===== src/rtl/vpc_pkg.sv =====
package vpc_pkg;
    // Odd multiplier selector: factor = 2*code + 1
    typedef enum logic [2:0] {
        ODD_X1 = 3'd0,
        ODD_X3 = 3'd1,
        ODD_X5 = 3'd2,
        ODD_X7 = 3'd3,
        ODD_X9 = 3'd4
    } odd_sel_e;

    // Counts whose leading one sits at or above this index use the leading-bits rule
    localparam int unsigned BIG_MSB = 5;
endpackage


===== src/rtl/vpc_msb_find.sv =====
module vpc_msb_find #(
    parameter int unsigned CNT_W = 32,
    localparam int unsigned IDX_W = $clog2(CNT_W)
) (
    input  logic [CNT_W-1:0] count,
    output logic             any_set,
    output logic [IDX_W-1:0] msb_idx
);
    always_comb begin
        any_set = 1'b0;
        msb_idx = '0;
        for (int i = 0; i < CNT_W; i++) begin
            if (count[i]) begin
                any_set = 1'b1;
                msb_idx = IDX_W'(i);
            end
        end
    end
endmodule


===== src/rtl/vpc_factor_sel.sv =====
module vpc_factor_sel #(
    parameter int unsigned CNT_W = 32,
    localparam int unsigned IDX_W = $clog2(CNT_W),
    localparam int unsigned SH_W  = $clog2(CNT_W + 1)
) (
    input  logic [CNT_W-1:0]       count,
    input  logic                   any_set,
    input  logic [IDX_W-1:0]       msb_idx,
    output logic [SH_W-1:0]        shift,
    output vpc_pkg::odd_sel_e      odd
);
    import vpc_pkg::*;

    logic             big;
    logic [IDX_W-1:0] n_low;
    logic [SH_W-1:0]  n_sh;
    logic [2:0]       follow3;
    logic [3:0]       quad;

    assign big     = any_set && (msb_idx >= IDX_W'(BIG_MSB));
    assign n_low   = msb_idx - IDX_W'(3);
    assign n_sh    = SH_W'(n_low);
    assign follow3 = 3'(count >> n_low);
    assign quad    = {1'b0, count[4:2]} + 4'd1;

    always_comb begin
        shift = '0;
        odd   = ODD_X1;
        if (big) begin
            casez (follow3)
                3'b000:  begin odd = ODD_X9; shift = n_sh;              end
                3'b001:  begin odd = ODD_X5; shift = n_sh + SH_W'(1);   end
                3'b01?:  begin odd = ODD_X3; shift = n_sh + SH_W'(2);   end
                3'b10?:  begin odd = ODD_X7; shift = n_sh + SH_W'(1);   end
                default: begin odd = ODD_X1; shift = n_sh + SH_W'(4);   end
            endcase
        end else begin
            // padded = 4 * quad, quad in 1..8
            case (quad)
                4'd1:    begin odd = ODD_X1; shift = SH_W'(2); end
                4'd2:    begin odd = ODD_X1; shift = SH_W'(3); end
                4'd3:    begin odd = ODD_X3; shift = SH_W'(2); end
                4'd4:    begin odd = ODD_X1; shift = SH_W'(4); end
                4'd5:    begin odd = ODD_X5; shift = SH_W'(2); end
                4'd6:    begin odd = ODD_X3; shift = SH_W'(3); end
                4'd7:    begin odd = ODD_X7; shift = SH_W'(2); end
                default: begin odd = ODD_X1; shift = SH_W'(5); end
            endcase
        end
    end
endmodule


===== src/rtl/vpc_value_build.sv =====
module vpc_value_build #(
    parameter int unsigned CNT_W = 32,
    localparam int unsigned PAD_W = CNT_W + 1,
    localparam int unsigned SH_W  = $clog2(CNT_W + 1)
) (
    input  logic [SH_W-1:0]   shift,
    input  vpc_pkg::odd_sel_e odd,
    output logic [PAD_W-1:0]  padded
);
    logic [3:0] factor;

    assign factor = {3'(odd), 1'b1};
    assign padded = PAD_W'(factor) << shift;
endmodule


===== src/rtl/vtx_pad_calc.sv =====
module vtx_pad_calc #(
    parameter int unsigned CNT_W = 32,
    localparam int unsigned PAD_W = CNT_W + 1,
    localparam int unsigned SH_W  = $clog2(CNT_W + 1),
    localparam int unsigned IDX_W = $clog2(CNT_W)
) (
    input  logic             clk,
    input  logic             rst_n,
    input  logic             in_valid,
    input  logic [CNT_W-1:0] in_count,
    output logic             out_valid,
    output logic [PAD_W-1:0] out_padded,
    output logic [SH_W-1:0]  out_shift,
    output logic [2:0]       out_odd
);
    import vpc_pkg::*;

    typedef struct packed {
        logic             vld;
        logic [PAD_W-1:0] pad;
        logic [SH_W-1:0]  sh;
        odd_sel_e         odd;
    } res_t;

    res_t state_d, state_q;

    logic             any_set;
    logic [IDX_W-1:0] msb_idx;
    logic [SH_W-1:0]  sel_shift;
    odd_sel_e         sel_odd;
    logic [PAD_W-1:0] sel_pad;

    vpc_msb_find #(.CNT_W(CNT_W)) u_msb (
        .count   (in_count),
        .any_set (any_set),
        .msb_idx (msb_idx)
    );

    vpc_factor_sel #(.CNT_W(CNT_W)) u_sel (
        .count   (in_count),
        .any_set (any_set),
        .msb_idx (msb_idx),
        .shift   (sel_shift),
        .odd     (sel_odd)
    );

    vpc_value_build #(.CNT_W(CNT_W)) u_val (
        .shift  (sel_shift),
        .odd    (sel_odd),
        .padded (sel_pad)
    );

    always_comb begin
        state_d     = state_q;
        state_d.vld = in_valid;
        if (in_valid) begin
            state_d.pad = sel_pad;
            state_d.sh  = sel_shift;
            state_d.odd = sel_odd;
        end
    end

    always_ff @(posedge clk or negedge rst_n) begin
        if (!rst_n) begin
            state_q <= '{vld: 1'b0, pad: '0, sh: '0, odd: ODD_X1};
        end else begin
            state_q <= state_d;
        end
    end

    assign out_valid  = state_q.vld;
    assign out_padded = state_q.pad;
    assign out_shift  = state_q.sh;
    assign out_odd    = 3'(state_q.odd);

    AST_RESULT_FOLLOWS: assert property (@(posedge clk) disable iff (!rst_n)
        in_valid |=> out_valid);
    AST_NO_SPURIOUS: assert property (@(posedge clk) disable iff (!rst_n)
        !in_valid |=> !out_valid);
    AST_ODD_RANGE: assert property (@(posedge clk) disable iff (!rst_n)
        out_valid |-> (out_odd <= 3'd4));
    AST_QUAD_ALIGNED: assert property (@(posedge clk) disable iff (!rst_n)
        out_valid |-> (out_padded[1:0] == 2'b00));
    AST_ABOVE_COUNT: assert property (@(posedge clk) disable iff (!rst_n)
        in_valid |=> (out_padded > {1'b0, $past(in_count)}));
    AST_HOLD_IDLE: assert property (@(posedge clk) disable iff (!rst_n)
        !in_valid |=> ($stable(out_padded) && $stable(out_shift) && $stable(out_odd)));
endmodule


===== config.mk =====
export PLATFORM = sky130hd
export DESIGN_NAME = vtx_pad_calc
export DESIGN_NICKNAME = d
export VERILOG_FILES = /design/src/rtl/vpc_pkg.sv /design/src/rtl/vpc_msb_find.sv /design/src/rtl/vpc_factor_sel.sv /design/src/rtl/vpc_value_build.sv /design/src/rtl/vtx_pad_calc.sv
export SDC_FILE = /design/constraint.sdc
export NUM_CORES = 1
export LEC_CHECK = 0
export ABC_AREA = 1
export CAP_MARGIN = 20
export CORE_MARGIN = 10
export CORE_UTILIZATION = 45
export DETAILED_ROUTE_END_ITERATION = 6
export PLACE_DENSITY_LB_ADDON = 0.12
export SYNTH_ARGS = -nofsm -noshare
export SYNTH_HDL_FRONTEND = slang
export SYNTH_HIERARCHICAL = 1
export SYNTH_SLANG_ARGS = --single-unit

===== constraint.sdc =====
create_clock -name clk -period 0.8 [get_ports clk]
set_input_delay 0.16 -clock clk [delete_from_list [all_inputs] [get_ports clk]]
set_output_delay 0.16 -clock clk [all_outputs]
set_load 0.05 [all_outputs]

==> reports/qor.txt, run 1 <==
OUTCOME
------------------------------------------------------------------------------------
Result of the run ..................................................... finished with violations
Failing checks ........................................................ negative setup slack

FINAL LAYOUT
------------------------------------------------------------------------------------
Layout area overhead ..................................................        79.1%
Design Area, Final .................................................... 0.00769 mm^2
FILL cells ............................................................          614
Number of nets in the final layout ....................................          999
Inserted Diodes .......................................................            0
Layout cell share with drive strength beyond 1 ........................        42.3%
Footprint of the multi-input gates .................................... 0.00316 mm^2
Register area ......................................................... 0.00108 mm^2

DRT
------------------------------------------------------------------------------------
Wirelength, routed ....................................................     17400 um
Post-DR wirelength/cell ...............................................      16.0 um
Post-route ant nets ...................................................            0
Drt via density .......................................................         5.23
Pre-antenna DRT Iters .................................................            5
DRC violations left ...................................................            0
Starting DRC count in detailed routing ................................          560
Routed vias ...........................................................         5679

YOSYS
------------------------------------------------------------------------------------
Number of synthesis warnings ..........................................            6
Synthesized area per cell .............................................    5.93 um^2
Post-synthesis net count ..............................................          767
Proportion of synthesized flip-flops having asynchronous set or reset .         100%
Number of register bits inferred by synthesis .........................           43
Distinct cell type count of the synthesized netlist ...................           40
Share of the yosys chip area belonging to registers ...................        25.1%
Number of enable flip-flop cells after synthesis ......................            0
Gate Count Post-Synth .................................................          723
Top_reg_cell synth .................................................... sky130_fd_sc_hd__dfrtp_1
Post-Syn Area ......................................................... 0.00429 mm^2

GRT
------------------------------------------------------------------------------------
Largest net degree at the start of global routing .....................           44
Remaining global-route overflow .......................................            0
Overall global routing resource usage .................................        22.2%
First-pass GRT wire length ............................................     26600 um
Number of antenna violations at the first check in global routing .....            0
Vias in the first global route ........................................         5451

POWER AND IR DROP
------------------------------------------------------------------------------------
Int Power .............................................................      9.39 mW
Register share of total power .........................................        18.4%
Pwr Total .............................................................      17.7 mW
Power density relative to cell area ................................... 2300 mW/mm^2
Leakage component of the power ........................................      4.00 nW
Net switching fraction of the power ...................................        46.8%
Largest voltage drop on the vdd net ...................................    0.00197 V
Part of the total power dissipated in combinational logic .............        71.8%
Net load switching power ..............................................      8.27 mW
Clock network fraction of total power .................................         9.8%

WORST SETUP PATH
------------------------------------------------------------------------------------
CP Max Fanout .........................................................           14
Path depth of the worst reg2reg path ..................................            4
Arrival time worst endpoint ...........................................      4710 ps
Worst reg2reg endpoint ................................................ out_shift[0]$_DFFE_PN0P_
Crit path max-delay family ............................................ simple AND/OR/NAND/NOR gates
Worst Setup Path Type .................................................       in2reg
Crit. path cell count .................................................           57
End point of the critical path ........................................ out_padded[7]$_DFFE_PN0P_
Buffers and inverters on the worst path ...............................            9
Sort of element at the start of the critical path .....................   input port
CP dominant cell by count ............................................. sky130_fd_sc_hd__nand2_1
Critical Path Slowest Stage Cell ...................................... sky130_fd_sc_hd__ha_4
Worst setup path start ................................................  in_count[2]
Data required time of the critical path ...............................      1040 ps
Register-to-Register Setup Slack ......................................      -130 ps
Crit. End Element .....................................................     register
Reg-to-Reg Start ...................................................... out_shift[0]$_DFFE_PN0P_
Maximum single-stage delay on the critical path .......................       300 ps

CLOCK TREE
------------------------------------------------------------------------------------
Clock Path Buffers ....................................................            2
Insertion delay of the later-clocked pin in the worst-skew pair .......       290 ps
Clock sinks ...........................................................           43
Clock Tree Root ....................................................... sky130_fd_sc_hd__clkbuf_8
Number of buffers created by CTS ......................................            5
Clk slew on worst S/H paths ...........................................        90 ps
Number of levels in the clock H-tree ..................................            2
CTS tree ..............................................................         done

FLOORPLAN
------------------------------------------------------------------------------------
Number of top-level pins ..............................................           78
Die width .............................................................       118 um
Die extent in y .......................................................       118 um
Area of the die .......................................................  0.0138 mm^2
Initial core utilization ..............................................        46.2%
Core box area ......................................................... 0.00928 mm^2
Rows ..................................................................           35

STA
------------------------------------------------------------------------------------
Minimum period implied by the final worst setup slack .................      4470 ps
Slew at the pin closest to its max-slew limit .........................       421 ps
RSZ-0062 raised after global routing ..................................         true
Final number of hold-violating endpoints ..............................            0
Fin Clk Skew ..........................................................         0 ps
Total count of max-transition violations in the final report ..........            0
Maximum operating frequency ...........................................      224 MHz
Post-route worst setup slack ..........................................     -3670 ps
Count of endpoints failing setup in the final report ..................           85
Post-route clock period utilization ...................................         558%
Worst max-slew margin expressed relative to the limit .................        72.0%

PLACED DESIGN
------------------------------------------------------------------------------------
Port Buffers ..........................................................           77
Placed wire-length estimate ...........................................     11300 um
Cell area after placement ............................................. 0.00660 mm^2
Final GP Congestion ...................................................        0.927

MIN PATH
------------------------------------------------------------------------------------
Type of the most critical hold path ...................................     in2async

FLOW RUN
------------------------------------------------------------------------------------
Number of max-cap violations ..........................................            0

## logic make-up (layout without fill, tap and decap cells)
kind of cell | after synthesis | in the layout | synth area share (%)
compound gates | 40 | 40 | 5.60
xor+xnor | 3 | 3 | 0.613
fa+ha+maj | 9 | 9 | 2.62
buf+inv | 117 | 350 | 14.3
flops | 43 | 43 | 25.1
simple gates | 511 | 511 | 51.8
## layout make-up
cell class / count / share of cell area, %
clock buffer: 5 / 0.895
clock inverter: 3 / 0.570
inverter: 88 / 5.18
multi-input combinational: 563 / 41.1
sequential: 43 / 14.0
tap: 129 / 2.10
timing repair buffer: 253 / 36.1
timing repair inverter: 1 / 0.0977
## through the flow
step / std cells / hold slack (ps) / setup TNS (ps) / setup slack, ps / util, %
detailed placement: 1029 / 152 / -175370 / -4380 / 71.0
floorplan: 723 / -136 / -135950 / -3380 / -
CTS: 1064 / 372 / -150070 / -3490 / 77.5
finish: 1085 / 364 / -155920 / -3670 / 82.8
global placement: 1029 / 146 / -173470 / -4420 / 71.0
global route: 1085 / 377 / -170800 / -3960 / 82.8
## flip-flops by register name (all words and copies together), names as in the netlist
signal      flops
out_valid       1
out_shift       6
out_padded     33
out_odd         3
## cell usage after synthesis, types with 2 or more instances
library cell,count,share of area [%]
sky130_fd_sc_hd__a21oi_1,18,2.1
sky130_fd_sc_hd__a31oi_1,3,0.44
sky130_fd_sc_hd__buf_2,6,0.70
sky130_fd_sc_hd__buf_4,7,1.2
sky130_fd_sc_hd__buf_6,13,3.4
sky130_fd_sc_hd__buf_8,2,0.70
sky130_fd_sc_hd__dfrtp_1,43,25
sky130_fd_sc_hd__ha_1,9,2.6
sky130_fd_sc_hd__inv_1,68,5.9
sky130_fd_sc_hd__inv_2,17,1.5
sky130_fd_sc_hd__nand2_1,322,28
sky130_fd_sc_hd__nand2_2,17,2.5
sky130_fd_sc_hd__nand2_4,4,1.0
sky130_fd_sc_hd__nand3_1,83,9.7
sky130_fd_sc_hd__nand3_2,4,0.93
sky130_fd_sc_hd__nand3b_1,2,0.35
sky130_fd_sc_hd__nand4_1,13,1.9
sky130_fd_sc_hd__nor2_1,48,4.2
sky130_fd_sc_hd__nor2_2,5,0.73
sky130_fd_sc_hd__nor2_4,2,0.52
sky130_fd_sc_hd__nor3_1,7,0.82
sky130_fd_sc_hd__o21ai_0,5,0.58
sky130_fd_sc_hd__o21ai_1,4,0.47
sky130_fd_sc_hd__o31ai_1,3,0.52
sky130_fd_sc_hd__xor2_1,3,0.61
## worst min-delay path by stage
| stage | start | endpoint | slack (ps) | cells past startpoint |
|---|---|---|---|---|
| 2_1_floorplan | rst_n | out_odd[0]$_DFFE_PN0P_ | -140 | 0 |
| 3_3_place_gp | rst_n | out_odd[1]$_DFFE_PN0P_ | 150 | 2 |
| 3_5_place_dp | rst_n | out_odd[0]$_DFFE_PN0P_ | 150 | 2 |
| 4_1_cts | rst_n | out_shift[3]$_DFFE_PN0P_ | 370 | 3 |
| 5_1_grt | rst_n | out_odd[0]$_DFFE_PN0P_ | 380 | 3 |
| 6_report | rst_n | out_shift[0]$_DFFE_PN0P_ | 360 | 3 |
## placed cells by master (no fill, tap or decap), drive strengths merged
cell type        n
o31ai            3
o21ai           10
dfrtp           43
inv             85
buf            223
nor2            55
dlygate4sd2      3
xor2             3
clkdlybuf4s15    1
o22ai            1
nor4             1
dlygate4sd3      1
clkdlybuf4s50   24
a221oi           1
o21bai           1
clkinvlp         1
ha               9
nand3           88
a22o             1
a21oi           19
clkbuf           6
or2              1
nand4           13
nand2          343
nor3             8
clkinv           4
a31oi            3
bufinv           2
nand3b           2
o211ai           1
## timing repair
action / in CTS / in global routing
pin swaps: 57 / 51
hold endpoints to repair: 43 / 0
resized for setup: 89 / 86
hold buffers: 1 / 0
setup endpoints to repair: 85 / 85
setup buffers: 23 / 20
cloned: 3 / 2
## worst min-delay path: cells and delay by family
kind	cells	cell delay, ps
buffers and inverters	3	880
## metal layers
metal | up-vias | share of wire (%) | global-route usage [%]
li1 | 2729 | - | -
met1 | 2662 | 42 | 30.1
met2 | 264 | 48 | 35.6
met3 | 24 | 8.7 | 5.18
met4 | 0 | 1.2 | 3.25
met5 | - | 0 | 0
## power by group through the flow
stage	clock network (mW)	logic (mW)	registers, mW
final	1.72	12.7	3.25
after global routing	1.82	13.4	3.29
after global placement	0	9.89	3.26
after CTS	1.74	11.2	3.22
after floorplan	0	3.87	4.63
after detailed placement	0	9.94	3.27
No activity file was read; power rests on OpenSTA's default activity.
==> inputs of run 2 (changes only) <==
--- a/config.mk
+++ b/config.mk
@@ -10,7 +10,7 @@
 export CORE_MARGIN = 10
 export CORE_UTILIZATION = 45
 export DETAILED_ROUTE_END_ITERATION = 6
-export PLACE_DENSITY_LB_ADDON = 0.12
+export PLACE_DENSITY = 0.7
 export SYNTH_ARGS = -nofsm -noshare
 export SYNTH_HDL_FRONTEND = slang
 export SYNTH_HIERARCHICAL = 1
==> run 2 against run 1 <==
  * The run still ends with negative setup slack left
  * Utilization increased by 3.7 points
  * Design area increased by 4.5%
  * Worst hold slack got worse by 150 ps
  * Clock skew unchanged
  * Via count increased by 2.5%
  * Register-to-register slack improved by 30 ps
  * Maximum frequency decreased by 0.67%
  * Critical endpoint is now out_padded[18]$_DFFE_PN0P_
  * Largest cell class unchanged
  * Highest routed layer unchanged
==> reports/qor.txt, run 2 (synthesis results as in run 1) <==
OUTCOME
--------------------------------------------------------------------------------
Result of the run ................................................. finished with violations
Failing checks .................................................... negative setup slack

WORST SETUP PATH
--------------------------------------------------------------------------------
CP dominant cell by count ......................................... sky130_fd_sc_hd__nand2_1
Maximum single-stage delay on the critical path ...................       220 ps
Worst setup path start ............................................  in_count[2]
Crit. End Element .................................................     register
Reg-to-Reg Start .................................................. out_odd[2]$_DFFE_PN0P_
Arrival time worst endpoint .......................................      4740 ps
Worst Setup Path Type .............................................       in2reg
Critical Path Slowest Stage Cell .................................. sky130_fd_sc_hd__nand4_1
Sort of element at the start of the critical path .................   input port
Data required time of the critical path ...........................      1040 ps
CP Max Fanout .....................................................            6

GRT
--------------------------------------------------------------------------------
Number of antenna violations at the first check in global routing .            0
Vias in the first global route ....................................         5641
Largest net degree at the start of global routing .................           43
First-pass GRT wire length ........................................     27500 um
Overall global routing resource usage .............................        23.1%
Remaining global-route overflow ...................................            0

CLOCK TREE
--------------------------------------------------------------------------------
Clock Path Buffers ................................................            2
Number of levels in the clock H-tree ..............................            2
Clock Tree Root ................................................... sky130_fd_sc_hd__clkbuf_8
Insertion delay of the later-clocked pin in the worst-skew pair ...       300 ps
CTS tree ..........................................................         done
Clock sinks .......................................................           43
Number of buffers created by CTS ..................................            5
Clk slew on worst S/H paths .......................................        90 ps

DRT
--------------------------------------------------------------------------------
Drt via density ...................................................         5.25
Pre-antenna DRT Iters .............................................            5
Post-DR wirelength/cell ...........................................      16.1 um
DRC violations left ...............................................            0
Routed vias .......................................................         5819
Starting DRC count in detailed routing ............................          628
Post-route ant nets ...............................................            0
Wirelength, routed ................................................     17800 um

FINAL LAYOUT
--------------------------------------------------------------------------------
FILL cells ........................................................          523
Final instance count without filler cells .........................         1108
Most common cell after layout, fill and taps aside ................ sky130_fd_sc_hd__nand2_1
Register area ..................................................... 0.00108 mm^2
Layout cell share with drive strength beyond 1 ....................        44.8%
Number of flip-flops in the largest register ......................           33
Inserted Diodes ...................................................            0
Footprint of the multi-input gates ................................ 0.00329 mm^2
Layout area overhead ..............................................        87.3%
Highest-count cells in the layout ignoring fill and taps .......... 288 x sky130_fd_sc_hd__nand2_1, 151 x sky130_fd_sc_hd__buf_4, 56 x sky130_fd_sc_hd__inv_1, 53 x sky130_fd_sc_hd__buf_12, 46 x sky130_fd_sc_hd__nand3_1
Design Area, Final ................................................ 0.00803 mm^2
Number of nets in the final layout ................................         1022

FLOORPLAN
--------------------------------------------------------------------------------
Area of the die ...................................................  0.0138 mm^2
Initial core utilization ..........................................        46.2%
Rows ..............................................................           35
Die width .........................................................       118 um
Core box area ..................................................... 0.00928 mm^2
Die extent in y ...................................................       118 um
Number of top-level pins ..........................................           78

STA
--------------------------------------------------------------------------------
Slew at the pin closest to its max-slew limit .....................       800 ps
Final sum of negative setup slack .................................   -157730 ps
Fin Clk Skew ......................................................         0 ps
Post-route clock period utilization ...............................         562%
Count of endpoints failing setup in the final report ..............           85
Final number of hold-violating endpoints ..........................            0
RSZ-0062 raised after global routing ..............................         true
Total count of max-transition violations in the final report ......            0
Worst max-slew margin expressed relative to the limit .............        46.4%
Maximum operating frequency .......................................      222 MHz
Minimum period implied by the final worst setup slack .............      4500 ps
Post-route worst setup slack ......................................     -3700 ps

PLACED DESIGN
--------------------------------------------------------------------------------
Final GP Congestion ...............................................        0.967
Dpl ws ............................................................     -4430 ps
Port Buffers ......................................................           77
Inst Count DP .....................................................         1031
Cell area after placement ......................................... 0.00659 mm^2
Placed wire-length estimate .......................................     11200 um

FLOW RUN
--------------------------------------------------------------------------------
Number of max-cap violations ......................................            0

POWER AND IR DROP
--------------------------------------------------------------------------------
Clock network fraction of total power .............................         7.9%
Int Power .........................................................      9.58 mW
Largest voltage drop on the vdd net ...............................    0.00184 V
Pwr Total .........................................................      18.4 mW
Register share of total power .....................................        17.4%
Power density relative to cell area ............................... 2300 mW/mm^2
Leakage component of the power ....................................      4.14 nW
Part of the total power dissipated in combinational logic .........        74.8%
Net load switching power ..........................................      8.86 mW
Net switching fraction of the power ...............................        48.0%

MIN PATH
--------------------------------------------------------------------------------
Type of the most critical hold path ...............................     in2async

run 2: cell types whose count changed in the layout (fill, tap and decap cells not counted), moves of 3 or more:
cell / previous run / this run
sky130_fd_sc_hd__buf_4: 143 / 151
sky130_fd_sc_hd__nor2_2: 10 / 13
sky130_fd_sc_hd__nand3_1: 55 / 46
sky130_fd_sc_hd__nor2_1: 37 / 33
sky130_fd_sc_hd__nand2_2: 47 / 43
sky130_fd_sc_hd__inv_8: 1 / 4
sky130_fd_sc_hd__nand3_4: 8 / 12
sky130_fd_sc_hd__inv_2: 18 / 15
sky130_fd_sc_hd__nand2_1: 285 / 288
sky130_fd_sc_hd__buf_6: 16 / 31
sky130_fd_sc_hd__nand3_2: 25 / 30
run 2: worst paths after layout:
kind / to / slack (ps) / cells past startpoint
worst max-delay path: out_padded[18]$_DFFE_PN0P_ / -3700 / 57
worst min-delay path: out_odd[1]$_DFFE_PN0P_ / 220 / 2
worst max register to register: out_odd[2]$_DFFE_PN0P_ / -100 / 4
worst min register to register: out_padded[13]$_DFFE_PN0P_ / 540 / 2
max in group asynchronous: out_padded[32]$_DFFE_PN0P_ / 120 / 3
min in group clk: out_odd[1]$_DFFE_PN0P_ / 380 / 5
run 2: layout make-up:
class	count	area share [%]
Multi-Input combinational cell	564	40.9
Sequential cell	43	13.4
Clock inverter	3	0.296
Clock buffer	5	0.857
Timing Repair inverter	1	0.0779
Timing Repair Buffer	275	37.1
Tap cell	129	2.01
Inverter	88	5.30
run 2: critical path: cells and delay by family:
| kind | cells | cell delay, ps |
|---|---|---|
| buffers and inverters | 8 | 920 |
| AO/OA/AOI/OAI | 3 | 450 |
| AND/OR/NAND/NOR | 45 | 3090 |
| adder cells (fa/ha/maj) | 1 | 150 |
run 2: layer usage:
layer  up-vias  part of all wire, %  global-route usage (%)
li1       2778                    -                       -
met1      2723                   42                    30.3
met2       273                   48                    37.1
met3        45                  8.2                    5.47
met4         0                  1.9                    5.80
met5         -                    0                       0
run 2: repair_timing:
action,4_1_cts,5_1_grt
setup endpoints to repair,85,85
endpoints found under the hold margin,43,0
gates cloned,6,0
hold buffers,1,0
buffers inserted,51,15
pin swaps,88,53
gates resized for setup,163,64
run 2: metrics by stage:
step | utilization (%) | hold WS [ps]
2_1_floorplan | - | -136
3_3_place_gp | 70.9 | -3.97
3_5_place_dp | 70.9 | -0.357
4_1_cts | 82.8 | 218
5_1_grt | 86.5 | 221
6_report | 86.5 | 217
run 2: power groups by stage:
| stage | registers (mW) | clock network [mW] | logic, mW |
|---|---|---|---|
| 5_1_grt | 3.25 | 1.58 | 14.5 |
| 3_5_place_dp | 3.26 | 0 | 9.85 |
| 3_3_place_gp | 3.24 | 0 | 9.80 |
| 6_report | 3.20 | 1.45 | 13.8 |
| 2_1_floorplan | 4.63 | 0 | 3.87 |
| 4_1_cts | 3.20 | 1.47 | 12.3 |
==> inputs of run 3 (changes only) <==
--- a/config.mk
+++ b/config.mk
@@ -10,6 +10,7 @@
 export CORE_MARGIN = 10
 export CORE_UTILIZATION = 45
 export DETAILED_ROUTE_END_ITERATION = 6
+export GPL_ROUTABILITY_DRIVEN = 0
 export PLACE_DENSITY = 0.7
 export SYNTH_ARGS = -nofsm -noshare
 export SYNTH_HDL_FRONTEND = slang
==> run 3 against run 2 <==
  * The run ends with design-rule violations, negative setup slack left
  * Register-to-register slack got worse by 50 ps
  * Largest cell class unchanged
  * Sequential power increased by 2%
  * Routed wire length increased by 50%
==> reports/qor.txt, run 3 (synthesis results as in run 1) <==
OUTCOME
--------------------------------------------------------------------------------
Result of the run ................................................. finished with violations
Failing checks .................................................... design-rule violations, negative setup slack

GRT
--------------------------------------------------------------------------------
Overall global routing resource usage .............................        23.9%
Remaining global-route overflow ...................................            0
Largest net degree at the start of global routing .................           43
First-pass GRT wire length ........................................     28300 um
Vias in the first global route ....................................         5761
Number of antenna violations at the first check in global routing .            0

POWER AND IR DROP
--------------------------------------------------------------------------------
Part of the total power dissipated in combinational logic .........        76.6%
Power density relative to cell area ............................... 2440 mW/mm^2
Net switching fraction of the power ...............................        51.1%
Net load switching power ..........................................      10.3 mW
Register share of total power .....................................        16.2%
Int Power .........................................................      9.87 mW
Leakage component of the power ....................................      4.24 nW
Largest voltage drop on the vdd net ...............................    0.00164 V
Pwr Total .........................................................      20.2 mW
Clock network fraction of total power .............................         7.3%

STA
--------------------------------------------------------------------------------
Slew at the pin closest to its max-slew limit .....................       533 ps
Final number of hold-violating endpoints ..........................            0
Count of endpoints failing setup in the final report ..............           85
Post-route worst setup slack ......................................     -4430 ps
Minimum period implied by the final worst setup slack .............      5230 ps
Post-route clock period utilization ...............................         654%
Worst max-slew margin expressed relative to the limit .............        64.4%
Fin Clk Skew ......................................................         0 ps
Maximum operating frequency .......................................      191 MHz
RSZ-0062 raised after global routing ..............................         true
Total count of max-transition violations in the final report ......            0

CLOCK TREE
--------------------------------------------------------------------------------
Insertion delay of the later-clocked pin in the worst-skew pair ...       310 ps
Number of levels in the clock H-tree ..............................            2
CTS tree ..........................................................         done
Clk slew on worst S/H paths .......................................        90 ps
Number of buffers created by CTS ..................................            5
Clock Tree Root ................................................... sky130_fd_sc_hd__clkbuf_8
Clock Path Buffers ................................................            2
Clock sinks .......................................................           43

FLOW RUN
--------------------------------------------------------------------------------
Number of max-cap violations ......................................            0

PLACED DESIGN
--------------------------------------------------------------------------------
Port Buffers ......................................................           77
Placed wire-length estimate .......................................     10900 um
Inst Count DP .....................................................         1023

FLOORPLAN
--------------------------------------------------------------------------------
Area of the die ...................................................  0.0138 mm^2
Die extent in y ...................................................       118 um
Core box area ..................................................... 0.00928 mm^2
Initial core utilization ..........................................        46.2%
Rows ..............................................................           35
Die width .........................................................       118 um
Number of top-level pins ..........................................           78

DRT
--------------------------------------------------------------------------------
Starting DRC count in detailed routing ............................         1386
Post-route ant nets ...............................................            0
DRC violations left ...............................................          100
Post-DR wirelength/cell ...........................................      24.1 um
Drt via density ...................................................         6.42
Wirelength, routed ................................................     26700 um
Pre-antenna DRT Iters .............................................            7
Routed vias .......................................................         7138

FINAL LAYOUT
--------------------------------------------------------------------------------
Number of flip-flops in the largest register ......................           33
Final core occ ....................................................        89.0%
Highest-count cells in the layout ignoring fill and taps .......... 268 x sky130_fd_sc_hd__nand2_1, 144 x sky130_fd_sc_hd__buf_4, 55 x sky130_fd_sc_hd__inv_1, 52 x sky130_fd_sc_hd__nand2_2
Inserted Diodes ...................................................            0
Most common cell after layout, fill and taps aside ................ sky130_fd_sc_hd__nand2_1
Layout area overhead ..............................................        92.7%
Layout cell share with drive strength beyond 1 ....................        48.0%
FILL cells ........................................................          370
Final instance count without filler cells .........................         1111
Number of nets in the final layout ................................         1025

WORST SETUP PATH
--------------------------------------------------------------------------------
Sort of element at the start of the critical path .................   input port
Critical Path Slowest Stage Cell .................................. sky130_fd_sc_hd__o31ai_1
Arrival time worst endpoint .......................................      5480 ps
Crit. End Element .................................................     register
CP dominant cell by count ......................................... sky130_fd_sc_hd__nand2_1
CP Max Fanout .....................................................            7
Maximum single-stage delay on the critical path ...................       430 ps
Data required time of the critical path ...........................      1050 ps
Worst Setup Path Type .............................................       in2reg

MIN PATH
--------------------------------------------------------------------------------
Type of the most critical hold path ...............................     in2async

==> run 3: cell types whose count changed in the layout (fill, tap and decap cells not counted), moves of 7 or more <==
cell                      delta
sky130_fd_sc_hd__nand2_4    +11
sky130_fd_sc_hd__buf_4       -7
sky130_fd_sc_hd__nand2_1    -20
sky130_fd_sc_hd__nor2_4      +7
sky130_fd_sc_hd__buf_6      +16
sky130_fd_sc_hd__nand2_2     +9
==> run 3: through the flow <==
step,worst slack (ps),hold WS [ps],setup TNS [ps],area [um^2]
after CTS,-3440,268,-149650,7360
after floorplan,-3380,-136,-135950,4470
after global placement,-4220,27.5,-170070,6530
final,-4430,284,-185320,8270
after global routing,-4570,298,-193170,8270
after detailed placement,-4400,33.6,-175520,6530
==> run 3: worst max-delay path, delay by kind of cell <==
family / cells / cell delay, ps
AND/OR/NAND/NOR: 30 / 3530
buffers and inverters: 8 / 1140
AO/OA/AOI/OAI: 1 / 430
adder cells (fa/ha/maj): 1 / 180
==> run 3: area by class of cell <==
class	count	area (um^2)	area share (%)
multi-input combinational	563	3490	42.2
timing repair buffer	278	3020	36.5
sequential	43	1080	13.0
inverter	88	422	5.10
tap	129	161	1.95
clock buffer	6	72.6	0.878
clock inverter	2	12.5	0.151
timing repair inverter	2	12.5	0.151
==> run 3: path summary, 6_finish.rpt <==
path	start	end	slack, ps	cells after the start
setup / recovery	in_count[2]	out_padded[19]$_DFFE_PN0P_	-4430	40
hold / removal	rst_n	out_shift[5]$_DFFE_PN0P_	280	2
setup reg to reg	out_padded[31]$_DFFE_PN0P_	out_padded[31]$_DFFE_PN0P_	-150	4
hold reg to reg	out_padded[14]$_DFFE_PN0P_	out_padded[14]$_DFFE_PN0P_	560	2
max in group asynchronous	rst_n	out_padded[19]$_DFFE_PN0P_	70	3
min in group clk	in_valid	out_valid$_DFF_PN0_	530	2
==> run 3: repair_timing <==
| item | CTS | global route |
|---|---|---|
| pin swaps | 58 | 122 |
| resized for setup | 122 | 170 |
| endpoints found under the setup margin | 85 | 85 |
| cloned | 4 | 2 |
| endpoints found under the hold margin | 43 | 0 |
| hold buffers | 1 | 0 |
| setup buffers | 44 | 33 |
==> run 3: power by group through the flow <==
stage                     registers (mW)  logic (mW)  clock network (mW)
after floorplan                     4.63        3.87                   0
after global placement              3.24        9.39                   0
after detailed placement            3.25        9.60                   0
after CTS                           3.19        11.6                1.38
after global routing                3.30        15.8                1.58
final                               3.27        15.4                1.46
==> run 3: layer usage <==
layer / up-vias / track usage [%] / share of wire [%]
met3: 362 / 6.00 / 15
met2: 813 / 40.1 / 43
met5: - / 0 / 0
li1: 2776 / - / -
met1: 3187 / 28.7 / 32
met4: 0 / 8.96 / 11
